### config.mk
export PLATFORM = sky130hd
export DESIGN_NAME = txq_time_sched
export DESIGN_NICKNAME = d
export VERILOG_FILES = /design/src/rtl/txq_pkg.sv /design/src/rtl/txq_time_gate.sv /design/src/rtl/txq_seq.sv /design/src/rtl/txq_dac_out.sv /design/src/rtl/txq_time_sched.sv
export SDC_FILE = /design/constraint.sdc
export NUM_CORES = 1
export LEC_CHECK = 0
export BUFFER_PORTS_ARGS = -buffer_cell sky130_fd_sc_hd__buf_2
export CAP_MARGIN = 30
export CELL_PAD_IN_SITES_DETAIL_PLACEMENT = 1
export CELL_PAD_IN_SITES_GLOBAL_PLACEMENT = 1
export CORE_MARGIN = 2
export CORE_UTILIZATION = 40
export CTS_BUF_LIST = sky130_fd_sc_hd__clkbuf_4 sky130_fd_sc_hd__clkbuf_8 sky130_fd_sc_hd__clkbuf_16
export DETAILED_ROUTE_END_ITERATION = 8
export HOLD_SLACK_MARGIN = 0.1
export PLACE_DENSITY_LB_ADDON = 0.3
export SYNTH_ARGS = -nofsm -noshare
export SYNTH_HDL_FRONTEND = slang
export SYNTH_SLANG_ARGS = --single-unit
### constraint.sdc
create_clock -name clk -period 3.5 [get_ports clk]
set_clock_uncertainty 0.1 [all_clocks]
set_input_delay 0.175 -clock clk [delete_from_list [all_inputs] [get_ports clk]]
set_output_delay 0.175 -clock clk [all_outputs]
set_load 0.05 [all_outputs]
### src/rtl/txq_pkg.sv
package txq_pkg;
  localparam int WORD_W   = 32;
  localparam int LEN_W    = 9;
  localparam int CHAN_W   = 5;
  localparam int LEN_LSB  = 0;
  localparam int CHAN_LSB = 16;
  localparam int SOB_BIT  = 28;
  localparam int EOB_BIT  = 27;
  localparam logic [CHAN_W-1:0] CTRL_CHAN = 5'h1f;
  localparam logic [WORD_W-1:0] TS_NOW    = '1;

  typedef enum logic [2:0] {
    ST_HDR0, ST_HDR1, ST_WAIT, ST_PLAY, ST_CTRL, ST_SKIP
  } seq_state_e;

  typedef enum logic [1:0] {
    VD_HOLD, VD_GO, VD_DROP
  } verdict_e;
endpackage

### src/rtl/txq_time_gate.sv
module txq_time_gate
  import txq_pkg::*;
#(
  parameter int MAX_BYTES = 504
) (
  input  logic [WORD_W-1:0] now,
  input  logic [WORD_W-1:0] ts,
  input  logic [LEN_W-1:0]  len,
  output verdict_e          verdict
);
  logic signed [WORD_W-1:0] delta;
  logic len_bad, is_now, is_late, is_due;

  always_comb begin
    delta   = $signed(now - ts);
    len_bad = int'(len) > MAX_BYTES;
    is_now  = (ts == TS_NOW);
    is_late = !is_now && (delta > 0);
    is_due  = is_now || (now == ts);
    if (len_bad || is_late) verdict = VD_DROP;
    else if (is_due)        verdict = VD_GO;
    else                    verdict = VD_HOLD;
  end
endmodule

### src/rtl/txq_seq.sv
module txq_seq
  import txq_pkg::*;
#(
  parameter int PKT_WORDS = 128
) (
  input  logic              clk,
  input  logic              rst_n,
  input  logic              tick,
  input  logic [WORD_W-1:0] in_data,
  input  logic              in_valid,
  output logic              in_ready,
  input  verdict_e          verdict,
  output logic [WORD_W-1:0] ts_q,
  output logic [LEN_W-1:0]  len_q,
  output logic              ctl_valid,
  input  logic              ctl_ready,
  output logic              ctl_last,
  output logic              live,
  output logic              in_burst,
  output logic              drop_pulse
);
  localparam int CW   = $clog2(PKT_WORDS) + 1;
  localparam int BODY = PKT_WORDS - 2;

  seq_state_e        state;
  logic [CHAN_W-1:0] chan_q;
  logic              sob_q, eob_q;
  logic [CW-1:0]     rem, pay;
  logic [LEN_W:0]    nwords_full;
  logic [CW-1:0]     nwords;
  logic              pop;

  assign nwords_full = ({1'b0, len_q} + (LEN_W+1)'(3)) >> 2;
  assign nwords      = CW'(nwords_full);

  always_comb begin
    unique case (state)
      ST_HDR0, ST_HDR1, ST_SKIP: in_ready = 1'b1;
      ST_PLAY:                   in_ready = tick;
      ST_CTRL:                   in_ready = ctl_ready;
      default:                   in_ready = 1'b0;
    endcase
  end

  assign pop       = in_valid && in_ready;
  assign live      = (state == ST_PLAY) && pop;
  assign ctl_valid = (state == ST_CTRL) && in_valid;
  assign ctl_last  = ctl_valid && (pay == CW'(1));

  always_ff @(posedge clk) begin
    if (!rst_n) begin
      state      <= ST_HDR0;
      ts_q       <= '0;
      len_q      <= '0;
      chan_q     <= '0;
      sob_q      <= 1'b0;
      eob_q      <= 1'b0;
      rem        <= '0;
      pay        <= '0;
      in_burst   <= 1'b0;
      drop_pulse <= 1'b0;
    end else begin
      drop_pulse <= 1'b0;
      unique case (state)
        ST_HDR0: if (pop) begin
          len_q  <= in_data[LEN_LSB +: LEN_W];
          chan_q <= in_data[CHAN_LSB +: CHAN_W];
          sob_q  <= in_data[SOB_BIT];
          eob_q  <= in_data[EOB_BIT];
          state  <= ST_HDR1;
        end
        ST_HDR1: if (pop) begin
          ts_q  <= in_data;
          state <= ST_WAIT;
        end
        ST_WAIT: begin
          rem <= CW'(BODY);
          pay <= nwords;
          if (verdict == VD_DROP) begin
            drop_pulse <= 1'b1;
            state      <= ST_SKIP;
          end else if (verdict == VD_GO) begin
            if (chan_q != CTRL_CHAN) begin
              if (sob_q) in_burst <= 1'b1;
              if (nwords == '0 && eob_q) in_burst <= 1'b0;
            end
            if (nwords == '0)            state <= ST_SKIP;
            else if (chan_q == CTRL_CHAN) state <= ST_CTRL;
            else                          state <= ST_PLAY;
          end
        end
        ST_PLAY, ST_CTRL: if (pop) begin
          rem <= rem - CW'(1);
          pay <= pay - CW'(1);
          if (pay == CW'(1)) begin
            if (state == ST_PLAY && eob_q) in_burst <= 1'b0;
            state <= (rem == CW'(1)) ? ST_HDR0 : ST_SKIP;
          end
        end
        ST_SKIP: if (pop) begin
          rem <= rem - CW'(1);
          if (rem == CW'(1)) state <= ST_HDR0;
        end
        default: state <= ST_HDR0;
      endcase
    end
  end
endmodule

### src/rtl/txq_dac_out.sv
module txq_dac_out
  import txq_pkg::*;
(
  input  logic              clk,
  input  logic              rst_n,
  input  logic              tick,
  input  logic              live,
  input  logic              in_burst,
  input  logic [WORD_W-1:0] word,
  output logic [WORD_W-1:0] dac_data,
  output logic              dac_strobe,
  output logic              dac_live,
  output logic              underrun_pulse
);
  always_ff @(posedge clk) begin
    if (!rst_n) begin
      dac_data       <= '0;
      dac_strobe     <= 1'b0;
      dac_live       <= 1'b0;
      underrun_pulse <= 1'b0;
    end else begin
      dac_strobe     <= tick;
      dac_live       <= tick && live;
      dac_data       <= (tick && live) ? word : '0;
      underrun_pulse <= tick && !live && in_burst;
    end
  end
endmodule

### src/rtl/txq_time_sched.sv
module txq_time_sched
  import txq_pkg::*;
#(
  parameter int PKT_WORDS = 128
) (
  input  logic        clk,
  input  logic        rst_n,
  input  logic        tick,
  input  logic [31:0] now,
  input  logic [31:0] in_data,
  input  logic        in_valid,
  output logic        in_ready,
  output logic [31:0] dac_data,
  output logic        dac_strobe,
  output logic        dac_live,
  output logic [31:0] ctl_data,
  output logic        ctl_valid,
  input  logic        ctl_ready,
  output logic        ctl_last,
  output logic        drop_pulse,
  output logic        underrun_pulse
);
  localparam int MAX_BYTES = (PKT_WORDS - 2) * 4;

  logic [WORD_W-1:0] ts_q;
  logic [LEN_W-1:0]  len_q;
  verdict_e          verdict;
  logic              live, in_burst;

  assign ctl_data = in_data;

  txq_time_gate #(.MAX_BYTES(MAX_BYTES)) u_gate (
    .now(now), .ts(ts_q), .len(len_q), .verdict(verdict)
  );

  txq_seq #(.PKT_WORDS(PKT_WORDS)) u_seq (
    .clk(clk), .rst_n(rst_n), .tick(tick),
    .in_data(in_data), .in_valid(in_valid), .in_ready(in_ready),
    .verdict(verdict), .ts_q(ts_q), .len_q(len_q),
    .ctl_valid(ctl_valid), .ctl_ready(ctl_ready), .ctl_last(ctl_last),
    .live(live), .in_burst(in_burst), .drop_pulse(drop_pulse)
  );

  txq_dac_out u_dac (
    .clk(clk), .rst_n(rst_n), .tick(tick), .live(live),
    .in_burst(in_burst), .word(in_data),
    .dac_data(dac_data), .dac_strobe(dac_strobe), .dac_live(dac_live),
    .underrun_pulse(underrun_pulse)
  );
endmodule

# Word level (Yosys, flattened, before mapping)
# Cells that the tools add are included.
# totals
out_inout_bits	71
elab_cells	104
reg_bits	104
input_bits	69
# op_classes
n_mux	29
magnitude_cmp	2
add_sub_neg	4
n_reduce_logical	29
n_eq_ne	26
# ops
cell	n
2-to-1 mux 3 bit	11
== test 32 bit	1
== test 32 bit (second input constant)	1
greater-than comparator 32 x 1 -> 1 bit (second input constant)	1
case mux 8 bit (2 select lines)	2
subtractor 32 bit	1
inequality test 2 x 1 -> 1 bit (second input constant)	10
== test 8 x 1 -> 1 bit (second input constant)	2
2-to-1 mux 8 bit	2
subtractor 8 x 1 -> 8 bit (second input constant)	2
case mux 3 bit (5 select lines)	1
AND reduction 2 bit	6
adder 9 x 2 -> 10 bit (second input constant)	1
logical AND 1 bit	10
2-to-1 mux 1 bit	10
greater-than comparator 9 bit (second input constant)	1
zero test 8 bit	1
AND reduction 8 bit	1
AND reduction 7 bit	1
== test 3 x 2 -> 1 bit (second input constant)	2
== test 3 bit (second input constant)	2
inequality test 3 x 1 -> 1 bit (second input constant)	2
OR reduction 3 bit	2
== test 5 bit (second input constant)	1
other kinds (13)	16

# Depth between registers and ports, before layout
# Gate-level depths: netlist (run 1).
# depth
depth_word	9
ltp_mapped	13

# By module
# From an unflattened synthesis (run 1), not the netlist that was laid out.
# unflattened
cells_unflattened	943
area_unflattened_um2	7309.5
# by_module_without_submodules
mod	cells_each	area_each_um2	instances
txq_seq	415	3300.7	1
txq_time_gate	417	2695.1	1
txq_dac_out	79	1073.5	1
txq_time_sched	32	240.2	1

# Worst setup path before layout (run 1)
# OpenSTA, ideal clock, no wires.
# synth_path
path_kind	register -> register
start	register u_seq.ts_q[3]
end	register u_seq.state[1]
t_required_ns	3.304
path_buffers	0
path_slack_ns	0.447
setup_time_ns	0.096
arrival_time_ns	2.857
stages_incl_launch_ff	13
synth_period_minus_slack_ns	3.053
cell_sequence	dfxtp_1 inv_1 ha_1 a21o_1 a21oi_4 a21oi_2 a221o_1 a2111oi_2 nand4_1 nor4b_2 and4_4 o21bai_2 o41ai_2
# synth_via
elab_chain_len	8
word_cells_on_any_way	16
cone_classes	add/sub: 1; order compare: 1; eq/ne: 5; mux: 4; reduce/logical: 5
# synth_rtl
element	line	rtl
start, declared	txq_seq.sv:13	output logic [WORD_W-1:0] ts_q,
start signal, assigned	txq_seq.sv:73	ts_q <= in_data;
subtractor 32 bit or == test 32 bit (tied branches)	txq_time_gate.sv:15, txq_time_gate.sv:17	
greater-than comparator 32 x 1 -> 1 bit or zero test 1 bit (tied branches)	txq_time_gate.sv:18	is_late = !is_now && (delta > 0);
logical AND 1 bit	txq_time_gate.sv:18	
logical OR 1 bit	txq_time_gate.sv:20	if (len_bad || is_late) verdict = VD_DROP;
2-to-1 mux 2 bit *	txq_time_gate.sv:20	
== test 2 x 1 -> 1 bit or == test 2 bit (tied branches)	txq_seq.sv:82, txq_seq.sv:79	
inequality test 3 x 1 -> 1 bit (no source line) or 2-to-1 mux 3 bit (tied branches)	--	
AND reduction 7 bit (no source line) or case mux 3 bit (5 select lines) (tied branches)	--	
end signal, assigned	txq_seq.sv:97	state <= (rem == CW'(1)) ? ST_HDR0 : ST_SKIP;
end, declared	txq_seq.sv:25	seq_state_e state;
# Every way passes the cells marked *; elsewhere a longest branch is shown, timed or not.
# A chain may end at the register's enable or synchronous reset.

# Worst setup path in the final report (run 1)
# layout_path
start	register u_seq.ts_q[24]
end	register u_seq.state[1]
# Same word-level chain as after synthesis.

==> results of run 1 <==
==> synthesized netlist by cell type (17+ instances only) <==
library cell / count
ha_1: 35
inv_1: 55
nand4_1: 27
a21oi_1: 113
nand2_1: 159
nand3_1: 17
buf_4: 33
dfxtp_1: 104
clkbuf_1: 41
nor2_1: 62
nor3_1: 18
and2_1: 35
o21ai_0: 50
==> path summary, 6_finish.rpt <==
check                                    start  cells after the start                              end
hold reg to reg   u_seq.chan_q[4]$_SDFFE_PN0P_                      2     u_seq.chan_q[4]$_SDFFE_PN0P_
setup / recovery   u_seq.ts_q[24]$_SDFFE_PN0P_                     12      u_seq.state[1]$_SDFFE_PN0P_
hold / removal                        in_valid                      3  u_dac.underrun_pulse$_SDFF_PN0_
setup reg to reg   u_seq.ts_q[24]$_SDFFE_PN0P_                     12      u_seq.state[1]$_SDFFE_PN0P_
==> per-layer routing <==
| metal | track usage | wire [µm] | vias up |
|---|---|---|---|
| li1 | - | - | 3620 |
| met1 | 0.355 | 11300 | 3647 |
| met2 | 0.450 | 11800 | 235 |
| met3 | 0.0449 | 1270 | 54 |
| met4 | 0.0978 | 780 | 0 |
| met5 | 0 | 0 | - |
==> kinds of logic (layout without fill, tap and decap cells) <==
group | Yosys count | after routing | synth area share
AND/OR/NAND/NOR | 372 | 372 | 0.258
AO/OA/AOI/OAI | 283 | 283 | 0.262
buffers and inverters | 137 | 293 | 0.0937
flip-flops | 104 | 104 | 0.302
adder cells (fa/ha/maj) | 35 | 35 | 0.0634
XOR/XNOR | 13 | 13 | 0.0165
multiplexers | 3 | 3 | 0.00435
==> state kept, by name (all words and copies together), names as in the netlist <==
register,flops
u_seq.eob_q,1
u_seq.sob_q,1
u_dac.dac_live,1
u_dac.dac_strobe,1
u_seq.rem,8
u_seq.pay,8
u_dac.underrun_pulse,1
u_seq.chan_q,5
u_dac.dac_data,32
u_seq.state,3
u_seq.len_q,9
u_seq.in_burst,1
u_seq.drop_pulse,1
u_seq.ts_q,32
==> cells in the final DEF (no fill, tap or decap), types with 34 or more instances in the layout <==
master	count
a21oi_1	111
buf_4	48
nor2_1	62
buf_2	139
dfxtp_1	95
dlygate4sd3_1	34
o21ai_0	46
nand2_1	159
and2_1	35
inv_1	53
==> per-stage QoR <==
stage | cells | TNS, ns | power [W] | utilization | setup WS, ns
detailed placement | 1276 | -0.0174 | 0.00315 | 0.457 | -0.0174
CTS | 1326 | 0 | 0.00421 | 0.495 | 0.00334
floorplan | 947 | 0 | 0.00261 | - | 0.447
finish | 1328 | 0 | 0.00428 | 0.504 | 0.136
global placement | 1276 | 0 | 0.00312 | 0.457 | 0.0402
global route | 1328 | 0 | 0.00454 | 0.504 | 0.0227
==> final cells by class <==
type                    instances  area share
flip-flops and latches        104       0.243
well taps                     225      0.0327
multi-input cells             706       0.503
clock buffers                   9      0.0262
inverters                      56      0.0245
repair buffers                221       0.162
clock inverters                 7     0.00815
==> critical path: cells and delay by family, from the launching register on <==
family	cells	cell delay [ns]
buf+inv	2	0.27
compound gates	5	1.35
flops	1	0.34
fa+ha+maj	1	0.31
simple gates	4	0.88
==> power breakdown <==
part / internal, W / total [W] / switching (W)
clock network: 0.000507 / 0.00103 / 0.000525
registers: 0.00130 / 0.00143 / 0.000126
logic: 0.000672 / 0.00183 / 0.00115
==> timing repair <==
item | CTS | global route
setup endpoints to repair | 1 | 5
buffers inserted | 0 | 2
pin swaps | 0 | 13
hold buffers | 34 | 0
resized for setup | 1 | 39
endpoints found under the hold margin | 87 | 0
==> out/qor.txt, run 1 <==
Clk buf depth - 2
Area delta synth->final - 24.5%
Vias in the first global route - 7390
Reg area - 2090 µm²
Largest net degree at the start of global routing - 66
Synth Instances - 947
Pwr dens - 498 nW/µm²
Critical path fanouts, max - 9
Register area share after synthesis - 0.302
Initial antenna violation count - 0
Post-DP HPWL - 19200 µm
Synthesized flop and latch total - 104
Placed cell area - 7800 µm²
Top post-synthesis cells by area - dfxtp_1 (30%), nand2_1 (8.6%), a21oi_1 (8.2%), ha_1 (6.3%), o21ai_0 (3.6%)
Vias/cell - 5.69
All-Layer GR Usage - 0.271
Req. time, crit path - 3.66 ns
Smallest hold slack - 0.312 ns
CTS tree - built
TritonRoute pass-1 iters - 5
Top-area cell type share of the netlist area - 0.302
Vias - 7556
Initial core utilization - 0.405
CTS sink count - 104
Final min period - 3.36 ns
Post-synth EDFFs - 0
Clock Latency Late Sink - 0.37 ns
FMAX - 297 MHz
Buffers added on ports - 139
RSZ-0062 raised after global routing - false
Slowest Stage Delay on Critical Path - 0.38 ns
Crit path arrival time - 3.53 ns
Cell taking the most area after synthesis - dfxtp_1
DRT iter0 DRCs - 670
IO Pins - 140
DRC viols - 0
Slowest cell on crit path - a311o_1
First-pass GRT wire length - 39200 µm
Reg-to-reg slack, setup - 0.14 ns
Critical path launch point type - flop
Yosys cell types - 71
CTS buffer count - 9
Post-DR wirelength/cell - 19.0 µm
Die area - 18300 µm²
Die Y-Extent - 135 µm
Routed WL - 25200 µm
# setup viols final - 0
Final Wtd Congestion - 0.975
Layout fillers - 2179
Pleak - 3.51 nW
GRT Residual Overflow - 0
Detail Route Antenna Nets - 0
Ys Warns - 0
Nets@finish - 1202
CP Cell Sequence - inv_1 -> ha_2 -> buf_4 -> a221oi_4 -> nor3_2 -> a311o_1 -> a2111oi_2 -> nand4_1 -> nor4b_2 -> and4_4 -> o21bai_2 -> o41ai_2
Syn_nets - 1051
Fin crit share - 0.961
Mapped cell area - 6910 µm²
Worst-path clk slew - 0.08 ns
Outcome - complete, no violations
Multi-input logic area - 4320 µm²
Post-synth ARST share - 0
Mapped Avg Cell Area - 7.29 µm²
# diodes - 0
Setup crit end kind - flop
Slew at the pin closest to its max-slew limit - 0.953 ns
Max Cap Violations - 0
Die X - 135 µm
Fraction of layout cells with a size suffix above 1 - 0.228
Synth Flop Type - dfxtp_1
Fin area - 8600 µm²
Core box area - 17100 µm²
Rows - 48
Max-slew violation count - 0
Root buffer cell - clkbuf_16
Max_slew headroom - 0.356
Max VDD drop - 0.000415 V
H-tree level count - 3
Hold crit path type - input pin to flop
Final Hold Fails - 0
CP Class - flop to flop
Note: power is estimated with default switching activity, not from simulation.
==> inputs of run 2 (changes only) <==
Settings changed: GPL_TIMING_DRIVEN from default to 0, PLACE_DENSITY_LB_ADDON 0.3 to 0.1.
==> out/qor.txt, run 2 (synthesized netlist as in run 1, its figures left out) <==
Layout fillers - 2217
Buffers added on ports - 139
Max-slew violation count - 0
CP Class - flop to flop
First-pass GRT wire length - 39100 µm
Worst r2r src - u_seq.ts_q[23]$_SDFFE_PN0P_
Largest net degree at the start of global routing - 19
Crit path arrival time - 3.53 ns
IO Pins - 140
Slowest cell on crit path - dfxtp_2
Initial antenna violation count - 0
Final Wtd Congestion - 0.941
Slew at the pin closest to its max-slew limit - 0.997 ns
Root buffer cell - clkbuf_16
Core box area - 17100 µm²
Rows - 48
Crit path launch - u_seq.ts_q[23]$_SDFFE_PN0P_
Detail Route Antenna Nets - 0
Hold crit path type - input pin to flop
Fraction of layout cells with a size suffix above 1 - 0.231
CP Cell Sequence - inv_1 -> ha_1 -> clkbuf_4 -> and3_1 -> a221oi_2 -> nor3_1 -> a311o_1 -> a2111oi_2 -> nand4_1 -> nor4b_2 -> and4_4 -> o21bai_2 -> o41ai_2
Multi-input logic area - 4370 µm²
Vias - 7617
Pleak - 3.54 nW
Clk buf depth - 2
Setup crit end kind - flop
Worst-path clk slew - 0.07 ns
Max Cap Violations - 0
Placed Cells - 1312
# setup viols final - 0
Area delta synth->final - 26.4%
Req. time, crit path - 3.67 ns
Final Hold Fails - 0
Largest regs - u_dac.dac_data (32), u_seq.ts_q (32), u_seq.len_q (9)
DRT iter0 DRCs - 454
TritonRoute pass-1 iters - 6
Post-DP HPWL - 19400 µm
Die area - 18300 µm²
Critical path fanouts, max - 10
Nets@finish - 1230
Power Total - 0.00422 W
Post-DR wirelength/cell - 18.6 µm
Fin crit share - 0.960
H-tree level count - 3
Non-filler cells, final - 1356
Critical path launch point type - flop
Initial core utilization - 0.405
Hold_sp - in_valid
FMAX - 298 MHz
Die Y-Extent - 135 µm
Slowest Stage Delay on Critical Path - 0.37 ns
Max VDD drop - 0.000311 V
Vias/cell - 5.62
Vias in the first global route - 7317
Outcome - complete, no violations
Routed WL - 25300 µm
CTS tree - built
Die X - 135 µm
CTS buffer count - 9
GRT Residual Overflow - 0
# diodes - 0
CTS sink count - 104
All-Layer GR Usage - 0.272
Final min period - 3.36 ns
Commonest cells after routing, fill and taps aside - nand2_1 (158), buf_2 (144), a21oi_1 (103), dfxtp_1 (99), nor2_1 (62)
Most common cell after layout, fill and taps aside - nand2_1
Clock Latency Late Sink - 0.36 ns
Max_slew headroom - 0.326
Reg area - 2090 µm²
Pwr dens - 484 nW/µm²
DRC viols - 0
-- run 2: what timing repair did --
item | in CTS | in global routing
endpoints found under the hold margin | 87 | 0
pin swaps | 2 | 9
gates cloned | 0 | 1
setup endpoints to repair | 5 | 5
resized for setup | 20 | 48
hold buffers | 34 | 0
setup buffers | 0 | 3
-- run 2: routing by layer --
layer  up-vias  share of wire  track usage
met4         0          0.025       0.0833
met1      3691           0.44        0.362
met2       201           0.49        0.461
met3        44          0.046       0.0344
met5         -              0            0
li1       3681              -            -
-- run 2: stage by stage --
step                setup WS (ns)  cell area [µm²]  utilization  TNS (ns)  hold slack [ns]
floorplan                   0.447             6910            -         0            0.184
global placement           -0.247             7880        0.462     -3.38            0.309
detailed placement         -0.361             7900        0.463     -1.47            0.316
CTS                        0.0245             8590        0.503         0            0.312
global route             -0.00785             8730        0.512  -0.00785            0.342
finish                      0.139             8730        0.512         0            0.324
-- run 2: worst paths after layout --
kind | cells after the start | end | slack (ns)
worst max register to register | 13 | u_seq.state[1]$_SDFFE_PN0P_ | 0.14
worst min register to register | 2 | u_seq.chan_q[2]$_SDFFE_PN0P_ | 0.36
worst min-delay path | 3 | u_dac.underrun_pulse$_SDFF_PN0_ | 0.32
worst max-delay path | 13 | u_seq.state[1]$_SDFFE_PN0P_ | 0.14
-- run 2: where the power goes --
group / switching, W / internal (W)
Sequential: 0.000103 / 0.00130
Clock: 0.000492 / 0.000503
Combinational: 0.00118 / 0.000642
Total: 0.00178 / 0.00245
-- run 2: worst max-delay path, delay by kind of cell (launching register included) --
kind	cells	cell delay (ns)
AO/OA/AOI/OAI	5	1.18
adder cells (fa/ha/maj)	1	0.31
AND/OR/NAND/NOR	5	1.06
flip-flops	1	0.37
buffers and inverters	2	0.26
-- run 2: area by class of cell --
cell class              instances  share of cell area
clock buffers                  10              0.0267
multi-input cells             706               0.501
well taps                     225              0.0323
inverters                      56              0.0241
repair buffers                178               0.123
plain buffers                  71              0.0483
flip-flops and latches        104               0.240
clock inverters                 6             0.00588
